==> config.mk <==
export PLATFORM = sky130hd
export DESIGN_NAME = sg_desc_dma
export DESIGN_NICKNAME = d
export VERILOG_FILES = /design/src/rtl/sgd_pkg.sv /design/src/rtl/sgd_cfg.sv /design/src/rtl/sgd_row.sv /design/src/rtl/sgd_walker.sv /design/src/rtl/sg_desc_dma.sv
export SDC_FILE = /design/constraint.sdc
export NUM_CORES = 1
export LEC_CHECK = 0
export BUFFER_PORTS_ARGS = -buffer_cell sky130_fd_sc_hd__buf_2
export CAP_MARGIN = 40
export CORE_MARGIN = 2
export CORE_UTILIZATION = 40
export CTS_CLUSTER_DIAMETER = 150
export DETAILED_ROUTE_END_ITERATION = 8
export SLEW_MARGIN = 20
export SYNTH_ARGS = -nofsm -noshare
export SYNTH_HDL_FRONTEND = slang
export SYNTH_SLANG_ARGS = --single-unit
==> constraint.sdc <==
create_clock -name clk -period 3.29 [get_ports clk]
set_input_delay 0.658 -clock clk [delete_from_list [all_inputs] [get_ports clk]]
set_output_delay 0.658 -clock clk [all_outputs]
set_load 0.005 [all_outputs]
==> src/rtl/sgd_pkg.sv <==
package sgd_pkg;
  localparam int unsigned CFG_AW     = 8;
  localparam int unsigned WORD_W     = 32;
  localparam int unsigned LEN_W      = 16;
  localparam int unsigned STEP_BYTES = 8;

  localparam logic [CFG_AW-1:0] OFF_LIST_LO = 8'h04;
  localparam logic [CFG_AW-1:0] OFF_RUN     = 8'h14;
  localparam logic [CFG_AW-1:0] OFF_ROWLEN  = 8'h30;

  localparam int unsigned FLG_VALID = 0;
  localparam int unsigned FLG_LAST  = 1;
  localparam int unsigned FLG_XFER  = 5;

  typedef enum logic [3:0] {
    ST_IDLE, ST_HDR_REQ, ST_HDR_WAIT, ST_PTR_REQ, ST_PTR_WAIT, ST_CHECK,
    ST_MOVE, ST_FETCH_REQ, ST_FETCH_WAIT, ST_SEND, ST_NEXT, ST_DRAIN
  } walk_state_e;

  typedef struct packed {
    logic [LEN_W-1:0] len;
    logic [7:0]       flags;
  } hdr_t;
endpackage

==> src/rtl/sgd_cfg.sv <==
module sgd_cfg
  import sgd_pkg::*;
#(
  parameter bit IS_RX = 1'b1
) (
  input  logic              clk,
  input  logic              rst_n,
  input  logic              wr_i,
  input  logic [CFG_AW-1:0] addr_i,
  input  logic [WORD_W-1:0] wdata_i,
  output logic [WORD_W-1:0] base_o,
  output logic              start_o,
  output logic              stop_o,
  output logic              row_wr_o
);
  always_ff @(posedge clk) begin
    if (!rst_n) begin
      base_o  <= '0;
      start_o <= 1'b0;
      stop_o  <= 1'b0;
    end else begin
      start_o <= 1'b0;
      stop_o  <= 1'b0;
      if (wr_i && addr_i == OFF_LIST_LO) begin
        base_o  <= wdata_i;
        start_o <= !IS_RX;
      end
      if (IS_RX && wr_i && addr_i == OFF_RUN) begin
        start_o <= wdata_i[0];
        stop_o  <= !wdata_i[0];
      end
    end
  end

  assign row_wr_o = IS_RX && wr_i && (addr_i == OFF_ROWLEN);
endmodule

==> src/rtl/sgd_row.sv <==
module sgd_row #(
  parameter int unsigned ROW_W = 16
) (
  input  logic             clk,
  input  logic             rst_n,
  input  logic             load_i,
  input  logic [ROW_W-1:0] load_val_i,
  input  logic             restart_i,
  input  logic             beat_i,
  output logic             eol_o
);
  localparam int unsigned ACC_W = ROW_W + 1;

  logic [ROW_W-1:0] row_len;
  logic [ACC_W-1:0] acc;
  logic [ACC_W-1:0] acc_next;

  assign acc_next = acc + ACC_W'(4);
  assign eol_o    = (row_len != '0) && (acc_next >= {1'b0, row_len});

  always_ff @(posedge clk) begin
    if (!rst_n) begin
      row_len <= '0;
      acc     <= '0;
    end else begin
      if (load_i) row_len <= load_val_i;
      if (restart_i)   acc <= '0;
      else if (beat_i) acc <= eol_o ? '0 : acc_next;
    end
  end

  // a marked beat restarts the row count
  a_r11_row_wrap: assert property (@(posedge clk) disable iff (!rst_n)
    (beat_i && eol_o) |=> (acc == '0));
endmodule

==> src/rtl/sgd_walker.sv <==
module sgd_walker
  import sgd_pkg::*;
#(
  parameter bit IS_RX = 1'b1
) (
  input  logic              clk,
  input  logic              rst_n,
  input  logic              start_i,
  input  logic              stop_i,
  input  logic [WORD_W-1:0] base_i,
  output logic              rd_req_valid_o,
  input  logic              rd_req_ready_i,
  output logic [WORD_W-1:0] rd_req_addr_o,
  input  logic              rd_rsp_valid_i,
  input  logic [WORD_W-1:0] rd_rsp_data_i,
  output logic              wr_valid_o,
  input  logic              wr_ready_i,
  output logic [WORD_W-1:0] wr_addr_o,
  output logic [WORD_W-1:0] wr_data_o,
  input  logic              in_valid_i,
  output logic              in_ready_o,
  input  logic [WORD_W-1:0] in_data_i,
  output logic              out_valid_o,
  input  logic              out_ready_i,
  output logic [WORD_W-1:0] out_data_o,
  output logic              launch_o,
  output logic              busy_o,
  output logic              done_o,
  output logic [1:0]        err_o
);
  localparam int unsigned CNT_W = LEN_W - 2;

  walk_state_e       st;
  hdr_t              hdr;
  logic [WORD_W-1:0] ptr, bufa, word;
  logic [CNT_W-1:0]  left;
  logic              waiting, stop_now;

  assign waiting  = (st == ST_HDR_WAIT) || (st == ST_PTR_WAIT) ||
                    (st == ST_FETCH_WAIT) || (st == ST_DRAIN);
  assign stop_now = stop_i && (st != ST_IDLE);
  assign launch_o = start_i && (st == ST_IDLE) && !stop_i;

  always_ff @(posedge clk) begin
    if (!rst_n) begin
      st     <= ST_IDLE;
      hdr    <= '0;
      ptr    <= '0;
      bufa   <= '0;
      word   <= '0;
      left   <= '0;
      done_o <= 1'b0;
      err_o  <= '0;
    end else begin
      done_o <= 1'b0;
      if (stop_now) begin
        st <= (waiting && !rd_rsp_valid_i) ? ST_DRAIN : ST_IDLE;
      end else begin
        unique case (st)
          ST_IDLE: if (launch_o) begin
            ptr   <= base_i;
            err_o <= '0;
            st    <= ST_HDR_REQ;
          end
          ST_HDR_REQ: if (rd_req_ready_i) st <= ST_HDR_WAIT;
          ST_HDR_WAIT: if (rd_rsp_valid_i) begin
            hdr <= '{len: rd_rsp_data_i[31:16], flags: rd_rsp_data_i[7:0]};
            st  <= ST_PTR_REQ;
          end
          ST_PTR_REQ: if (rd_req_ready_i) st <= ST_PTR_WAIT;
          ST_PTR_WAIT: if (rd_rsp_valid_i) begin
            bufa <= rd_rsp_data_i;
            st   <= ST_CHECK;
          end
          ST_CHECK: begin
            if (!hdr.flags[FLG_VALID]) begin
              err_o[0] <= 1'b1;
              st       <= ST_IDLE;
            end else if (hdr.len[1:0] != 2'b00) begin
              err_o[1] <= 1'b1;
              st       <= ST_IDLE;
            end else if (!hdr.flags[FLG_XFER] || hdr.len == '0) begin
              st <= ST_NEXT;
            end else begin
              left <= hdr.len[LEN_W-1:2];
              st   <= IS_RX ? ST_MOVE : ST_FETCH_REQ;
            end
          end
          ST_MOVE: if (in_valid_i && wr_ready_i) begin
            bufa <= bufa + WORD_W'(4);
            left <= left - CNT_W'(1);
            if (left == CNT_W'(1)) st <= ST_NEXT;
          end
          ST_FETCH_REQ: if (rd_req_ready_i) st <= ST_FETCH_WAIT;
          ST_FETCH_WAIT: if (rd_rsp_valid_i) begin
            word <= rd_rsp_data_i;
            st   <= ST_SEND;
          end
          ST_SEND: if (out_ready_i) begin
            bufa <= bufa + WORD_W'(4);
            left <= left - CNT_W'(1);
            st   <= (left == CNT_W'(1)) ? ST_NEXT : ST_FETCH_REQ;
          end
          ST_NEXT: begin
            if (hdr.flags[FLG_LAST]) begin
              done_o <= 1'b1;
              st     <= ST_IDLE;
            end else begin
              ptr <= ptr + WORD_W'(STEP_BYTES);
              st  <= ST_HDR_REQ;
            end
          end
          ST_DRAIN: if (rd_rsp_valid_i) st <= ST_IDLE;
          default: st <= ST_IDLE;
        endcase
      end
    end
  end

  always_comb begin
    unique case (st)
      ST_PTR_REQ:   rd_req_addr_o = ptr + WORD_W'(4);
      ST_FETCH_REQ: rd_req_addr_o = bufa;
      default:      rd_req_addr_o = ptr;
    endcase
  end

  assign rd_req_valid_o = (st == ST_HDR_REQ) || (st == ST_PTR_REQ) || (st == ST_FETCH_REQ);
  assign wr_valid_o     = (st == ST_MOVE) && in_valid_i;
  assign in_ready_o     = (st == ST_MOVE) && wr_ready_i;
  assign wr_addr_o      = bufa;
  assign wr_data_o      = in_data_i;
  assign out_valid_o    = (st == ST_SEND);
  assign out_data_o     = word;
  assign busy_o         = (st != ST_IDLE);

  // a pending read request keeps its address
  a_r2_req_hold: assert property (@(posedge clk) disable iff (!rst_n)
    (rd_req_valid_o && !rd_req_ready_i && !stop_i) |=> (rd_req_valid_o && $stable(rd_req_addr_o)));
  // consecutive accepted writes in one descriptor step by one word
  a_r3_wr_step: assert property (@(posedge clk) disable iff (!rst_n)
    (wr_valid_o && wr_ready_i && left != CNT_W'(1) && !stop_i) |=> (wr_addr_o == $past(wr_addr_o) + WORD_W'(4)));
  // offered output word holds until taken
  a_r4_out_hold: assert property (@(posedge clk) disable iff (!rst_n)
    (out_valid_o && !out_ready_i) |=> (out_valid_o && $stable(out_data_o)));
  // completion is a single-cycle pulse with the channel idle
  a_r5_done_pulse: assert property (@(posedge clk) disable iff (!rst_n)
    done_o |-> (!busy_o ##1 !done_o));
  // a new error halts the walk at once
  a_r6_err_halts: assert property (@(posedge clk) disable iff (!rst_n)
    $rose(err_o != 2'b00) |-> (!busy_o && !done_o));
endmodule

==> src/rtl/sg_desc_dma.sv <==
module sg_desc_dma
  import sgd_pkg::*;
#(
  parameter bit          IS_RX = 1'b1,
  parameter int unsigned ROW_W = 16
) (
  input  logic        clk,
  input  logic        rst_n,
  input  logic        cfg_wr,
  input  logic [7:0]  cfg_addr,
  input  logic [31:0] cfg_wdata,
  output logic        rd_req_valid,
  input  logic        rd_req_ready,
  output logic [31:0] rd_req_addr,
  input  logic        rd_rsp_valid,
  input  logic [31:0] rd_rsp_data,
  output logic        mem_wr_valid,
  input  logic        mem_wr_ready,
  output logic [31:0] mem_wr_addr,
  output logic [31:0] mem_wr_data,
  output logic        mem_wr_eol,
  input  logic        dev_in_valid,
  output logic        dev_in_ready,
  input  logic [31:0] dev_in_data,
  output logic        dev_out_valid,
  input  logic        dev_out_ready,
  output logic [31:0] dev_out_data,
  output logic        busy,
  output logic        done,
  output logic [1:0]  err
);
  logic [WORD_W-1:0] base;
  logic start_p, stop_p, row_wr, launch, row_eol;

  sgd_cfg #(.IS_RX(IS_RX)) u_cfg (
    .clk(clk), .rst_n(rst_n), .wr_i(cfg_wr), .addr_i(cfg_addr), .wdata_i(cfg_wdata),
    .base_o(base), .start_o(start_p), .stop_o(stop_p), .row_wr_o(row_wr)
  );

  sgd_walker #(.IS_RX(IS_RX)) u_walk (
    .clk(clk), .rst_n(rst_n), .start_i(start_p), .stop_i(stop_p), .base_i(base),
    .rd_req_valid_o(rd_req_valid), .rd_req_ready_i(rd_req_ready), .rd_req_addr_o(rd_req_addr),
    .rd_rsp_valid_i(rd_rsp_valid), .rd_rsp_data_i(rd_rsp_data),
    .wr_valid_o(mem_wr_valid), .wr_ready_i(mem_wr_ready), .wr_addr_o(mem_wr_addr),
    .wr_data_o(mem_wr_data),
    .in_valid_i(dev_in_valid), .in_ready_o(dev_in_ready), .in_data_i(dev_in_data),
    .out_valid_o(dev_out_valid), .out_ready_i(dev_out_ready), .out_data_o(dev_out_data),
    .launch_o(launch), .busy_o(busy), .done_o(done), .err_o(err)
  );

  sgd_row #(.ROW_W(ROW_W)) u_row (
    .clk(clk), .rst_n(rst_n), .load_i(row_wr), .load_val_i(cfg_wdata[ROW_W-1:0]),
    .restart_i(launch), .beat_i(mem_wr_valid && mem_wr_ready), .eol_o(row_eol)
  );

  assign mem_wr_eol = mem_wr_valid && row_eol;
endmodule

==> impl_metrics.csv <==
group,metric,value,unit
status,outcome,"finished with violations",
status,failed_checks,"setup timing",
critical_path,worstPathRequired,2.63,ns
worst_hold_path,worst_hold_path.num_cells,2,
timing,finalWorstPathRequiredPeriod,3.882,ns
layout,flow.area_growth_from_synthesis,21.99,%
synth,synth_edf_count,0,
worst_hold_path,worstHoldEndpoint,"u_cfg.stop_o",
drt,num_vias,12298,
cts,h_tree_depth,1,
die,core.rowCount,62,
cts,worst_path_clk_slew,0.06,ns
drt,ant_nets,0,
timing,maxClockFrequency,257.6,MHz
layout,layout_common_cells,"319 x sky130_fd_sc_hd__nand2_1, 184 x sky130_fd_sc_hd__buf_2, 181 x sky130_fd_sc_hd__a21oi_1, 181 x sky130_fd_sc_hd__dfxtp_1, 131 x sky130_fd_sc_hd__nor2_1",
timing,slew_headroom,47.40,%
grt,antenna_found_initial,0,
placement,dp.final_hpwl,29310,um
synth,synth_fp_nets,1708,
drt,met3RoutedLength,2651,um
critical_path,reg2reg_slack,0.35,ns
synth,ys.flop_type,"sky130_fd_sc_hd__dfxtp_1",
cts,clk_root_buffer_cell,"sky130_fd_sc_hd__clkbuf_16",
critical_path,worstRegToRegCells,14,
layout,final_core_utilization,49.66,%
timing,setup-violations-final,1,
grt,grt_start_max_net_pins,69,
drt,number_of_search_and_repair_iterations_in_the_first_detailed_routing_pass,5,
critical_path,worst_ep_arrival_time,3.22,ns
power,power.density,431.5,mW/mm^2
run,maxcap_violations,0,
power,worst_ir_drop_on_vdd,0.3394,mV
placement,dpl_cell_area,0.01299,mm^2
synth,synthesis.area_per_instance,7.414,um^2
synth,synth.ff_latch_count,201,
cts,cts.sink_count,201,
synth,synth_cells,1576,
worst_hold_path,hold_path_class,"in -> reg",
die,top_level_i_o_count,249,
drt,wl,40000,um
synth,mapped_area,0.01168,mm^2
die,chip_width,174.9,um
die,dieArea,0.03059,mm^2
synth,synth_seq_area_share,34.44,%
grt,grt_pass1_wl,63320,um
timing,grt_setup_unrepaired,"true",
cts,clockBufferDepth,3,
timing,tightestPinTransition,0.7817,ns
critical_path,path_class,"reg -> out",
layout,layout-drive-gt1-share,24.29,%
synth,synth_warn,0,
grt,via_count_of_the_first_global_routing_pass,11523,
drt,drtIter0Drc,1087,
critical_path,crit_path_end_kind,"output port",
critical_path,cp_max_fo,3,
cts,tritoncts,"built",
worst_hold_path,hold_path_startpoint,"cfg_wdata[0]",
layout,fill_cells,2917,
layout,insertedDiodeCount,0,
drt,drt-wirelength-per-cell,18.71,um
grt,globalRouteTotalUtil,25.43,%
grt,global_route_total_overflow,0,
critical_path,crit-reg2reg-capture,"u_row.acc[13]",
timing,hold_viol_final,0,
cts,ctsHoldBuffers,0,
synth,synthArstFlopShare,0,%
die,start_util,40.71,%
critical_path,regToRegStartpoint,"u_row.acc[3]",
die,floorplan.core_area,0.02870,mm^2
drt,remaining_drc_errors,0,
die,vertical_die_dimension,174.9,um
drt,wirelength_met1,18140,um
drt,top_layer_used,"met4",
power,power,6150,uW
timing,finClkSkew,0.01354,ns
synth,yosys.cell_types.count,95,
drt,drt-vias-per-instance,5.752,
placement,gp_routability_congestion,0.9363,
cts,cts-buffers-inserted,24,
timing,timing.final.ws_setup,-0.5925,ns
layout,layout.nets,1868,
power,total_leakage_power,0.005524,uW
critical_path,timing.critical_path.from_type,"flop",
cts,clk-insertion-delay-late,0.53,ns
layout,post-route-cell-area,0.01425,mm^2
drt,met2RoutedLength,18110,um
layout,layout_commonest_cell,"sky130_fd_sc_hd__nand2_1",
timing,timing_max_transition_violations_final,0,
placement,number_of_input_and_output_port_buffers_inserted,184,
timing,finalCritPeriodShare,118.0,%
[final cells by class]
| type | instances | area, um^2 | area share, % |
|---|---|---|---|
| Multi-Input combinational cell | 1194 | 7025 | 49.29 |
| Sequential cell | 201 | 4056 | 28.46 |
| Timing Repair Buffer | 278 | 1643 | 11.53 |
| Clock buffer | 33 | 715.7 | 5.022 |
| Tap cell | 384 | 480.5 | 3.371 |
| Clock inverter | 11 | 190.2 | 1.334 |
| Inverter | 37 | 141.4 | 0.9920 |
[Yosys cell counts (6+ instances only)]
cell | count | area [um^2]
sky130_fd_sc_hd__a41oi_1 | 7 | 61.31
sky130_fd_sc_hd__inv_1 | 33 | 123.9
sky130_fd_sc_hd__nand3_1 | 53 | 265.3
sky130_fd_sc_hd__nor2_1 | 137 | 514.2
sky130_fd_sc_hd__nor3_1 | 27 | 135.1
sky130_fd_sc_hd__nand2_1 | 321 | 1205
sky130_fd_sc_hd__a31oi_1 | 14 | 87.58
sky130_fd_sc_hd__nand2b_1 | 7 | 43.79
sky130_fd_sc_hd__nor4_1 | 31 | 193.9
sky130_fd_sc_hd__or3_1 | 7 | 43.79
sky130_fd_sc_hd__o211ai_1 | 11 | 82.58
sky130_fd_sc_hd__nand4_1 | 22 | 137.6
sky130_fd_sc_hd__and2_1 | 13 | 81.33
sky130_fd_sc_hd__o22ai_1 | 15 | 93.84
sky130_fd_sc_hd__buf_4 | 41 | 307.8
sky130_fd_sc_hd__a21o_1 | 7 | 52.55
sky130_fd_sc_hd__o31ai_1 | 9 | 67.56
sky130_fd_sc_hd__and3_1 | 17 | 106.4
sky130_fd_sc_hd__a21oi_1 | 181 | 905.9
sky130_fd_sc_hd__o221a_2 | 7 | 78.83
sky130_fd_sc_hd__and4_1 | 7 | 61.31
sky130_fd_sc_hd__ha_1 | 20 | 250.2
sky130_fd_sc_hd__xnor2_1 | 18 | 157.7
sky130_fd_sc_hd__a2bb2oi_1 | 6 | 52.55
sky130_fd_sc_hd__dfxtp_1 | 201 | 4024
sky130_fd_sc_hd__clkbuf_1 | 65 | 244.0
sky130_fd_sc_hd__a211oi_1 | 7 | 52.55
sky130_fd_sc_hd__mux2i_1 | 25 | 250.2
sky130_fd_sc_hd__o21ai_0 | 78 | 390.4
sky130_fd_sc_hd__buf_2 | 33 | 165.2
sky130_fd_sc_hd__xor2_1 | 10 | 87.58
sky130_fd_sc_hd__o311ai_0 | 6 | 52.55
sky130_fd_sc_hd__a22oi_1 | 20 | 150.1
sky130_fd_sc_hd__nor2b_1 | 8 | 50.05
sky130_fd_sc_hd__o21a_1 | 7 | 52.55
[critical path: stages, from the launching register on]
cell and delay [ns]:
sky130_fd_sc_hd__dfxtp_4 0.38, sky130_fd_sc_hd__nand3_4 0.09, sky130_fd_sc_hd__nor3_4 0.22, sky130_fd_sc_hd__and4_1 0.26, sky130_fd_sc_hd__xnor2_2 0.13, sky130_fd_sc_hd__inv_1 0.06
sky130_fd_sc_hd__ha_1 0.28, sky130_fd_sc_hd__nand2_2 0.07, sky130_fd_sc_hd__nor3_4 0.19, sky130_fd_sc_hd__or4b_4 0.47, sky130_fd_sc_hd__and3_4 0.17, sky130_fd_sc_hd__a21boi_2 0.13
sky130_fd_sc_hd__and2_1 0.13, sky130_fd_sc_hd__buf_2 0.10
[flip-flops by register name (all words and copies together), names as in the netlist, 2 cells and up]
register,cells
u_row.row_len,16
u_walk.err_o,2
u_walk.left,14
u_walk.wr_addr_o,32
u_cfg.base_o,32
u_walk.hdr,19
u_walk.ptr,32
u_row.acc,15
u_walk.st,4
u_walk.out_data_o,32
[worst max path at each step]
stage / from / to / slack (ns) / cells past startpoint
2_1_floorplan: u_row.acc[4] / mem_wr_eol / 0.002 / 12
3_3_place_gp: u_row.acc[3] / mem_wr_eol / -0.12 / 13
3_5_place_dp: u_row.acc[3] / mem_wr_eol / -0.18 / 13
4_1_cts: u_row.acc[2] / mem_wr_eol / -0.58 / 13
5_1_grt: u_row.acc[3] / mem_wr_eol / -0.75 / 13
6_report: u_row.acc[3] / mem_wr_eol / -0.59 / 13
[where the power goes]
group | internal [uW] | switching, uW
sequential | 2470 | 42.2
clock | 1910 | 1090
combinational | 228 | 409
[layer usage]
layer,global-route usage (%),vias to the layer above
met5,0,-
met2,40.68,463
met1,35.59,5837
met3,3.916,74
met4,6.979,0
li1,-,5924
[what timing repair did]
action                                  4_1_cts  5_1_grt
endpoints found under the hold margin         0        0
setup buffers                                 6        8
resized for setup                            31       36
pin swaps                                    13       11
endpoints found under the setup margin       12       16
[stage by stage]
| step | TNS [ns] | hold WS (ns) | setup WS, ns | instances |
|---|---|---|---|---|
| 2_1_floorplan | 0 | 0.4332 | 0.002478 | 1576 |
| 6_report | -0.5925 | 0.3694 | -0.5925 | 2138 |
| 3_5_place_dp | -0.1820 | 0.4452 | -0.1820 | 2079 |
| 3_3_place_gp | -0.1195 | 0.4395 | -0.1195 | 2079 |
| 5_1_grt | -0.7951 | 0.3622 | -0.7455 | 2138 |
| 4_1_cts | -0.5807 | 0.3447 | -0.5807 | 2129 |
[cells by family after synthesis]
| logic type | count (synthesis) | share of synthesized area (%) |
|---|---|---|
| AND/OR/NAND/NOR | 684 | 27.74 |
| buffers and inverters | 181 | 7.689 |
| adder cells (fa/ha/maj) | 20 | 2.142 |
| flip-flops | 201 | 34.44 |
| AO/OA/AOI/OAI | 436 | 23.66 |
| multiplexers | 26 | 2.238 |
| XOR/XNOR | 28 | 2.099 |
(Power assumes the default switching activity.)
